### src/rtl/ferr_pkg.sv
package ferr_pkg;
    localparam int unsigned CODE_W   = 32;
    localparam int unsigned IDX_W    = $clog2(CODE_W);
    localparam int unsigned NUM_IRQ  = 2;
    localparam int unsigned IRQ_DONE  = 0;
    localparam int unsigned IRQ_FATAL = 1;

    localparam int unsigned BIT_ACK_FSM  = 20;
    localparam int unsigned BIT_MAIN_FSM = 21;
    localparam int unsigned BIT_CNT      = 22;
    localparam int unsigned BIT_WR       = 28;
    localparam int unsigned BIT_RD       = 29;
    localparam int unsigned BIT_BOTH     = 30;

    function automatic logic [CODE_W-1:0] valid_mask(input int unsigned nf);
        logic [CODE_W-1:0] m;
        m = '0;
        for (int unsigned k = 0; k < nf; k++) m[k] = 1'b1;
        m[BIT_ACK_FSM]  = 1'b1;
        m[BIT_MAIN_FSM] = 1'b1;
        m[BIT_CNT]      = 1'b1;
        m[BIT_WR]       = 1'b1;
        m[BIT_RD]       = 1'b1;
        m[BIT_BOTH]     = 1'b1;
        return m;
    endfunction

    typedef struct packed {
        logic [CODE_W-1:0] code;
    } sticky_t;

    typedef struct packed {
        logic [NUM_IRQ-1:0] st;
        logic [NUM_IRQ-1:0] en;
    } irq_regs_t;
endpackage

### src/rtl/ferr_src_map.sv
module ferr_src_map
    import ferr_pkg::*;
#(
    parameter int unsigned NUM_FIFO = 2
) (
    input  logic [NUM_FIFO-1:0] wr_err_i,
    input  logic [NUM_FIFO-1:0] rd_err_i,
    input  logic [NUM_FIFO-1:0] both_err_i,
    input  logic                ack_err_i,
    input  logic                main_err_i,
    input  logic                cnt_err_i,
    output logic [CODE_W-1:0]   evt_o
);
    logic [NUM_FIFO-1:0] any_fifo;

    for (genvar k = 0; k < NUM_FIFO; k++) begin : g_fifo
        assign any_fifo[k] = wr_err_i[k] | rd_err_i[k] | both_err_i[k];
    end

    always_comb begin
        evt_o = '0;
        evt_o[NUM_FIFO-1:0] = any_fifo;
        evt_o[BIT_ACK_FSM]  = ack_err_i;
        evt_o[BIT_MAIN_FSM] = main_err_i;
        evt_o[BIT_CNT]      = cnt_err_i;
        evt_o[BIT_WR]       = |wr_err_i;
        evt_o[BIT_RD]       = |rd_err_i;
        evt_o[BIT_BOTH]     = (|both_err_i) | cnt_err_i;
    end
endmodule

### src/rtl/ferr_force_dec.sv
module ferr_force_dec
    import ferr_pkg::*;
#(
    parameter int unsigned NUM_FIFO = 2
) (
    input  logic              we_i,
    input  logic [IDX_W-1:0]  idx_i,
    output logic [CODE_W-1:0] pulse_o
);
    localparam logic [CODE_W-1:0] MASK = valid_mask(NUM_FIFO);

    logic [CODE_W-1:0] onehot;

    always_comb begin
        onehot = '0;
        onehot[idx_i] = we_i;
        pulse_o = onehot & MASK;
    end
endmodule

### src/rtl/ferr_sticky.sv
module ferr_sticky
    import ferr_pkg::*;
#(
    parameter int unsigned NUM_FIFO = 2
) (
    input  logic              clk_i,
    input  logic              rst_ni,
    input  logic [CODE_W-1:0] evt_i,
    input  logic [CODE_W-1:0] force_i,
    output logic [CODE_W-1:0] code_o,
    output logic              any_next_o
);
    localparam logic [CODE_W-1:0] MASK = valid_mask(NUM_FIFO);

    sticky_t s_d, s_q;

    always_comb begin
        s_d = s_q;
        s_d.code = s_q.code | ((evt_i | force_i) & MASK);
    end

    always_ff @(posedge clk_i or negedge rst_ni) begin
        if (!rst_ni) s_q <= '0;
        else         s_q <= s_d;
    end

    assign code_o     = s_q.code;
    assign any_next_o = |s_d.code;

    for (genvar i = 0; i < CODE_W; i++) begin : g_hold
        a_r5_bit_holds: assert property (@(posedge clk_i) disable iff (!rst_ni)
            s_q.code[i] |=> s_q.code[i]);
    end

    a_r5_reserved_zero: assert property (@(posedge clk_i) disable iff (!rst_ni)
        (s_q.code & ~MASK) == '0);
endmodule

### src/rtl/ferr_irq.sv
module ferr_irq
    import ferr_pkg::*;
(
    input  logic               clk_i,
    input  logic               rst_ni,
    input  logic [NUM_IRQ-1:0] set_i,
    input  logic               clr_we_i,
    input  logic [NUM_IRQ-1:0] clr_i,
    input  logic               en_we_i,
    input  logic [NUM_IRQ-1:0] en_i,
    input  logic               frc_we_i,
    input  logic [NUM_IRQ-1:0] frc_i,
    output logic [NUM_IRQ-1:0] state_o,
    output logic [NUM_IRQ-1:0] enable_o,
    output logic [NUM_IRQ-1:0] irq_o
);
    irq_regs_t r_d, r_q;

    always_comb begin
        r_d = r_q;
        for (int j = 0; j < NUM_IRQ; j++) begin
            r_d.st[j] = set_i[j] | (frc_we_i & frc_i[j]) |
                        (r_q.st[j] & ~(clr_we_i & clr_i[j]));
        end
        if (en_we_i) r_d.en = en_i;
    end

    always_ff @(posedge clk_i or negedge rst_ni) begin
        if (!rst_ni) r_q <= '0;
        else         r_q <= r_d;
    end

    assign state_o  = r_q.st;
    assign enable_o = r_q.en;

    for (genvar j = 0; j < NUM_IRQ; j++) begin : g_line
        assign irq_o[j] = r_q.st[j] & r_q.en[j];

        a_r8_force_sets: assert property (@(posedge clk_i) disable iff (!rst_ni)
            (frc_we_i && frc_i[j]) |=> r_q.st[j]);
        a_r8_set_wins: assert property (@(posedge clk_i) disable iff (!rst_ni)
            set_i[j] |=> r_q.st[j]);
    end
endmodule

### src/rtl/fatal_err_code.sv
module fatal_err_code
    import ferr_pkg::*;
#(
    parameter int unsigned NUM_FIFO = 2
) (
    input  logic                clk_i,
    input  logic                rst_ni,
    input  logic [NUM_FIFO-1:0] fifo_wr_err_i,
    input  logic [NUM_FIFO-1:0] fifo_rd_err_i,
    input  logic [NUM_FIFO-1:0] fifo_both_err_i,
    input  logic                ack_fsm_err_i,
    input  logic                main_fsm_err_i,
    input  logic                cnt_err_i,
    input  logic                force_we_i,
    input  logic [IDX_W-1:0]    force_idx_i,
    input  logic                cmd_done_i,
    input  logic                irq_clr_we_i,
    input  logic [NUM_IRQ-1:0]  irq_clr_i,
    input  logic                irq_en_we_i,
    input  logic [NUM_IRQ-1:0]  irq_en_i,
    input  logic                irq_force_we_i,
    input  logic [NUM_IRQ-1:0]  irq_force_i,
    output logic [CODE_W-1:0]   err_code_o,
    output logic [NUM_IRQ-1:0]  irq_state_o,
    output logic [NUM_IRQ-1:0]  irq_enable_o,
    output logic                irq_done_o,
    output logic                irq_fatal_o,
    output logic                fatal_alert_o
);
    logic [CODE_W-1:0]  evt;
    logic [CODE_W-1:0]  frc;
    logic               any_next;
    logic [NUM_IRQ-1:0] irq_set;
    logic [NUM_IRQ-1:0] irq_lines;

    ferr_src_map #(.NUM_FIFO(NUM_FIFO)) u_map (
        .wr_err_i   (fifo_wr_err_i),
        .rd_err_i   (fifo_rd_err_i),
        .both_err_i (fifo_both_err_i),
        .ack_err_i  (ack_fsm_err_i),
        .main_err_i (main_fsm_err_i),
        .cnt_err_i  (cnt_err_i),
        .evt_o      (evt)
    );

    ferr_force_dec #(.NUM_FIFO(NUM_FIFO)) u_dec (
        .we_i    (force_we_i),
        .idx_i   (force_idx_i),
        .pulse_o (frc)
    );

    ferr_sticky #(.NUM_FIFO(NUM_FIFO)) u_sticky (
        .clk_i      (clk_i),
        .rst_ni     (rst_ni),
        .evt_i      (evt),
        .force_i    (frc),
        .code_o     (err_code_o),
        .any_next_o (any_next)
    );

    always_comb begin
        irq_set = '0;
        irq_set[IRQ_DONE]  = cmd_done_i;
        irq_set[IRQ_FATAL] = any_next;
    end

    ferr_irq u_irq (
        .clk_i    (clk_i),
        .rst_ni   (rst_ni),
        .set_i    (irq_set),
        .clr_we_i (irq_clr_we_i),
        .clr_i    (irq_clr_i),
        .en_we_i  (irq_en_we_i),
        .en_i     (irq_en_i),
        .frc_we_i (irq_force_we_i),
        .frc_i    (irq_force_i),
        .state_o  (irq_state_o),
        .enable_o (irq_enable_o),
        .irq_o    (irq_lines)
    );

    assign irq_done_o    = irq_lines[IRQ_DONE];
    assign irq_fatal_o   = irq_lines[IRQ_FATAL];
    assign fatal_alert_o = |err_code_o;

    a_r10_fatal_held: assert property (@(posedge clk_i) disable iff (!rst_ni)
        (|err_code_o) |-> irq_state_o[IRQ_FATAL]);
    a_r3_wr_type: assert property (@(posedge clk_i) disable iff (!rst_ni)
        (|fifo_wr_err_i) |=> err_code_o[BIT_WR]);
    a_r3_cnt_pair: assert property (@(posedge clk_i) disable iff (!rst_ni)
        cnt_err_i |=> (err_code_o[BIT_CNT] && err_code_o[BIT_BOTH]));
    a_r4_main_fsm: assert property (@(posedge clk_i) disable iff (!rst_ni)
        main_fsm_err_i |=> err_code_o[BIT_MAIN_FSM]);
    a_r6_force_cnt: assert property (@(posedge clk_i) disable iff (!rst_ni)
        (force_we_i && force_idx_i == IDX_W'(BIT_CNT)) |=> err_code_o[BIT_CNT]);
    a_r2_fifo0: assert property (@(posedge clk_i) disable iff (!rst_ni)
        (fifo_rd_err_i[0] || fifo_wr_err_i[0] || fifo_both_err_i[0]) |=> err_code_o[0]);
endmodule

### config.mk
export PLATFORM = sky130hd
export DESIGN_NAME = fatal_err_code
export DESIGN_NICKNAME = d
export VERILOG_FILES = /design/src/rtl/ferr_pkg.sv /design/src/rtl/ferr_src_map.sv /design/src/rtl/ferr_force_dec.sv /design/src/rtl/ferr_sticky.sv /design/src/rtl/ferr_irq.sv /design/src/rtl/fatal_err_code.sv
export SDC_FILE = /design/constraint.sdc
export NUM_CORES = 1
export LEC_CHECK = 0
export BUFFER_PORTS_ARGS = -buffer_cell sky130_fd_sc_hd__clkbuf_2
export CORE_ASPECT_RATIO = 0.75
export CORE_UTILIZATION = 39
export CTS_CLUSTER_SIZE = 40
export DETAILED_ROUTE_END_ITERATION = 8
export GPL_TIMING_DRIVEN = 0
export PLACE_DENSITY = 0.89
export SETUP_SLACK_MARGIN = 0.3
export SYNTH_ARGS = -nofsm -noshare
export SYNTH_HDL_FRONTEND = slang
export SYNTH_SLANG_ARGS = --single-unit
export TNS_END_PERCENT = 100
### constraint.sdc
create_clock -name clk_i -period 2.95 [get_ports clk_i]
set_clock_uncertainty 0.15 [all_clocks]
set_input_delay 0.59 -clock clk_i [delete_from_list [all_inputs] [get_ports clk_i]]
set_output_delay 0.59 -clock clk_i [all_outputs]
set_load 0.005 [all_outputs]
==> out/results.tsv <==
metric	value	unit
status	finished, final reports clean	
Longest Clk Path Bufs	2	
Iteration-0 DRC Markers	34	
Synth Area in Adders	0	%
gr busiest metal	met2	
final wirelength	1700	µm
met2 usage	28.5	%
area delta synth->final	47.7	%
initial cell density of the core	42.4	%
Peak VDD IR	342	µV
Crit Path Class	register to primary output	
area of the multi-input gates	350	µm²
Nets	176	
Synth Area in XOR/XNOR	0	%
mux cell area share after synthesis	3.03	%
met1 GRT Util	19.1	%
Mapped Area	744	µm²
Resized Gates After CTS	0	
flops & latches, synth	12	
PwrDens	339	nW/µm²
Sink Count	12	
Final HPWL DP	1510	µm
die height	39.8	µm
met3 GRT Util	5.81	%
Syn Area/Cell	9.31	µm²
HP Class	primary input to asynchronous set/reset pin	
Core Region	1760	µm²
Fillers	166	
layout cells sized above 1	50.7	%
leak pwr	0.563	nW
Port Buffer Count	41	
largest family of logic cells by synthesized area	buffers and inverters	
largest net degree at the start of global routing	13	
asr flop ratio synth	100	%
final setup TNS	0	ns
GRT overflow	0	
clock-pin slew of the registers on the worst-case setup and hold paths	0.07	ns
clock latency on the worst-skew pair	0.27	ns
FF/Latch Area	300	µm²
H-tree levels	1	
initial antenna violation count	0	
# setup viols final	0	
Tcrit/Tclk final	65.6	%
Worst Setup End Kind	primary output	
post-synthesis compound-gate area fraction	9.75	%
worst path arrival time	1.20	ns
RSZ-0062 raised after global routing	no	
Routed Antenna Nets	0	
Placer Congestion	0.865	
Ant. Diodes	0	
GRT Util Overall	16.5	%
Finished Cell Area	1100	µm²
CTS tree	built	
Final Max Tran Viols	0	
Max Cap Viol	0	
Max Fclk	517	MHz
Synth Area in Simple Gates	22.2	%
Crit Path Max Fanout	3	
post-CTS setup buffers	0	
dominant synthesized flop cell	dfrtp_1	
die width	52.5	µm
routed via count	750	
post-DR vias/cell	4.41	
Mapped Cells	80	
vias in the first global route	554	
routed length per instance	9.99	µm
Yosys cell types	21	
first-pass GRT wire length	2360	µm
Fin. Hold Viols	0	
Rows	13	
dpl cell area	1060	µm²
yosys warns	0	
DR DRC count	0	
number of flops mapped to enable cells by yosys	0	
Critical Path RT	2.21	ns
post-layout min period	1.94	ns
Root Driver	clkbuf_4	
Seq/Total Area, Yosys	40.3	%
# IOs	66	
DRT Pass-1 Iters	4	
Worst setup SP type	register	
Die ar.	2090	µm²
Inserted Clock Buffers	3	
Hold Buf Count CTS	0	
state kept, by name, summed over array words and instances, names as in the netlist:
name	flops
u_irq.state_o	2
u_irq.enable_o	2
u_sticky.code_o	8
worst paths after layout:
path | start | to | slack, ns | cells after the start
max in group asynchronous | rst_ni | u_sticky.code_o[29]$_DFF_PN0_ | 2.39 | 1
worst max register to register | u_sticky.code_o[20]$_DFF_PN0_ | u_irq.state_o[1]$_DFF_PN0_ | 1.25 | 3
min in group clk_i | u_sticky.code_o[1]$_DFF_PN0_ | u_sticky.code_o[1]$_DFF_PN0_ | 0.38 | 2
worst min-delay path | rst_ni | u_sticky.code_o[30]$_DFF_PN0_ | 0.04 | 1
worst max-delay path | u_sticky.code_o[29]$_DFF_PN0_ | fatal_alert_o | 1.01 | 3
worst min register to register | u_sticky.code_o[1]$_DFF_PN0_ | u_sticky.code_o[1]$_DFF_PN0_ | 0.38 | 2
per-layer routing:
metal | vias to the layer above | part of all wire, %
met2 | 35 | 54
met4 | 0 | 0
li1 | 371 | -
met3 | 0 | 7.8
met1 | 344 | 38
met5 | - | 0
through the flow:
stage | total power, W | hold WS, ns | cells | setup slack (ns) | util [%]
global route | 0.000395 | 0.0457 | 170 | 0.924 | 62.6
finish | 0.000373 | 0.0354 | 170 | 1.01 | 62.6
CTS | 0.000375 | 0.0375 | 170 | 1.01 | 62.6
global placement | 0.000247 | 0.333 | 166 | 0.962 | 60.5
detailed placement | 0.000249 | 0.333 | 166 | 0.944 | 60.5
floorplan | 0.000216 | 0.144 | 103 | 1.18 | -
cells in the final DEF, fill, tap and decap left out, types with 4 or more instances in the layout:
master    instances
conb_1           24
dfrtp_1          12
clkbuf_2         41
o21ai_0           8
nor2_1            4
nor4_1            6
buf_4            24
cells in the mapped netlist (all sizes together), types with 2 or more instances:
library cell	number	share of area, %
nand2b	3	2.5
nand2	3	1.5
and2	2	1.7
or2	2	1.7
buf	24	24
o21ai	8	5.4
nand4	3	2.5
dfrtp	12	40
nor3	2	1.3
nor4	6	5.0
mux2	2	3.0
nor2	4	2.0
worst max-delay path, cell delays in order (launching register included):
cell      delay [ns]
dfrtp_1         0.41
nor4_1          0.33
nand2_1         0.08
clkbuf_2        0.12
cell families after synthesis:
kind of cell | after synthesis
AO/OA/AOI/OAI | 12
buffers and inverters | 24
flip-flops | 12
multiplexers | 2
other | 1
AND/OR/NAND/NOR | 29
cell type report:
class / count / area share [%]
Buffer: 24 / 16.4
Clock buffer: 4 / 3.30
Multi-Input combinational cell: 67 / 31.9
Sequential cell: 12 / 27.3
Tap cell: 22 / 2.50
Timing Repair Buffer: 41 / 18.7
power by group:
group	switching [W]	internal (W)
Combinational	0.0000319	0.0000445
Clock	0.0000507	0.0000750
Sequential	0.00000260	0.000168
Total	0.0000852	0.000287
(Power assumes the default switching activity.)
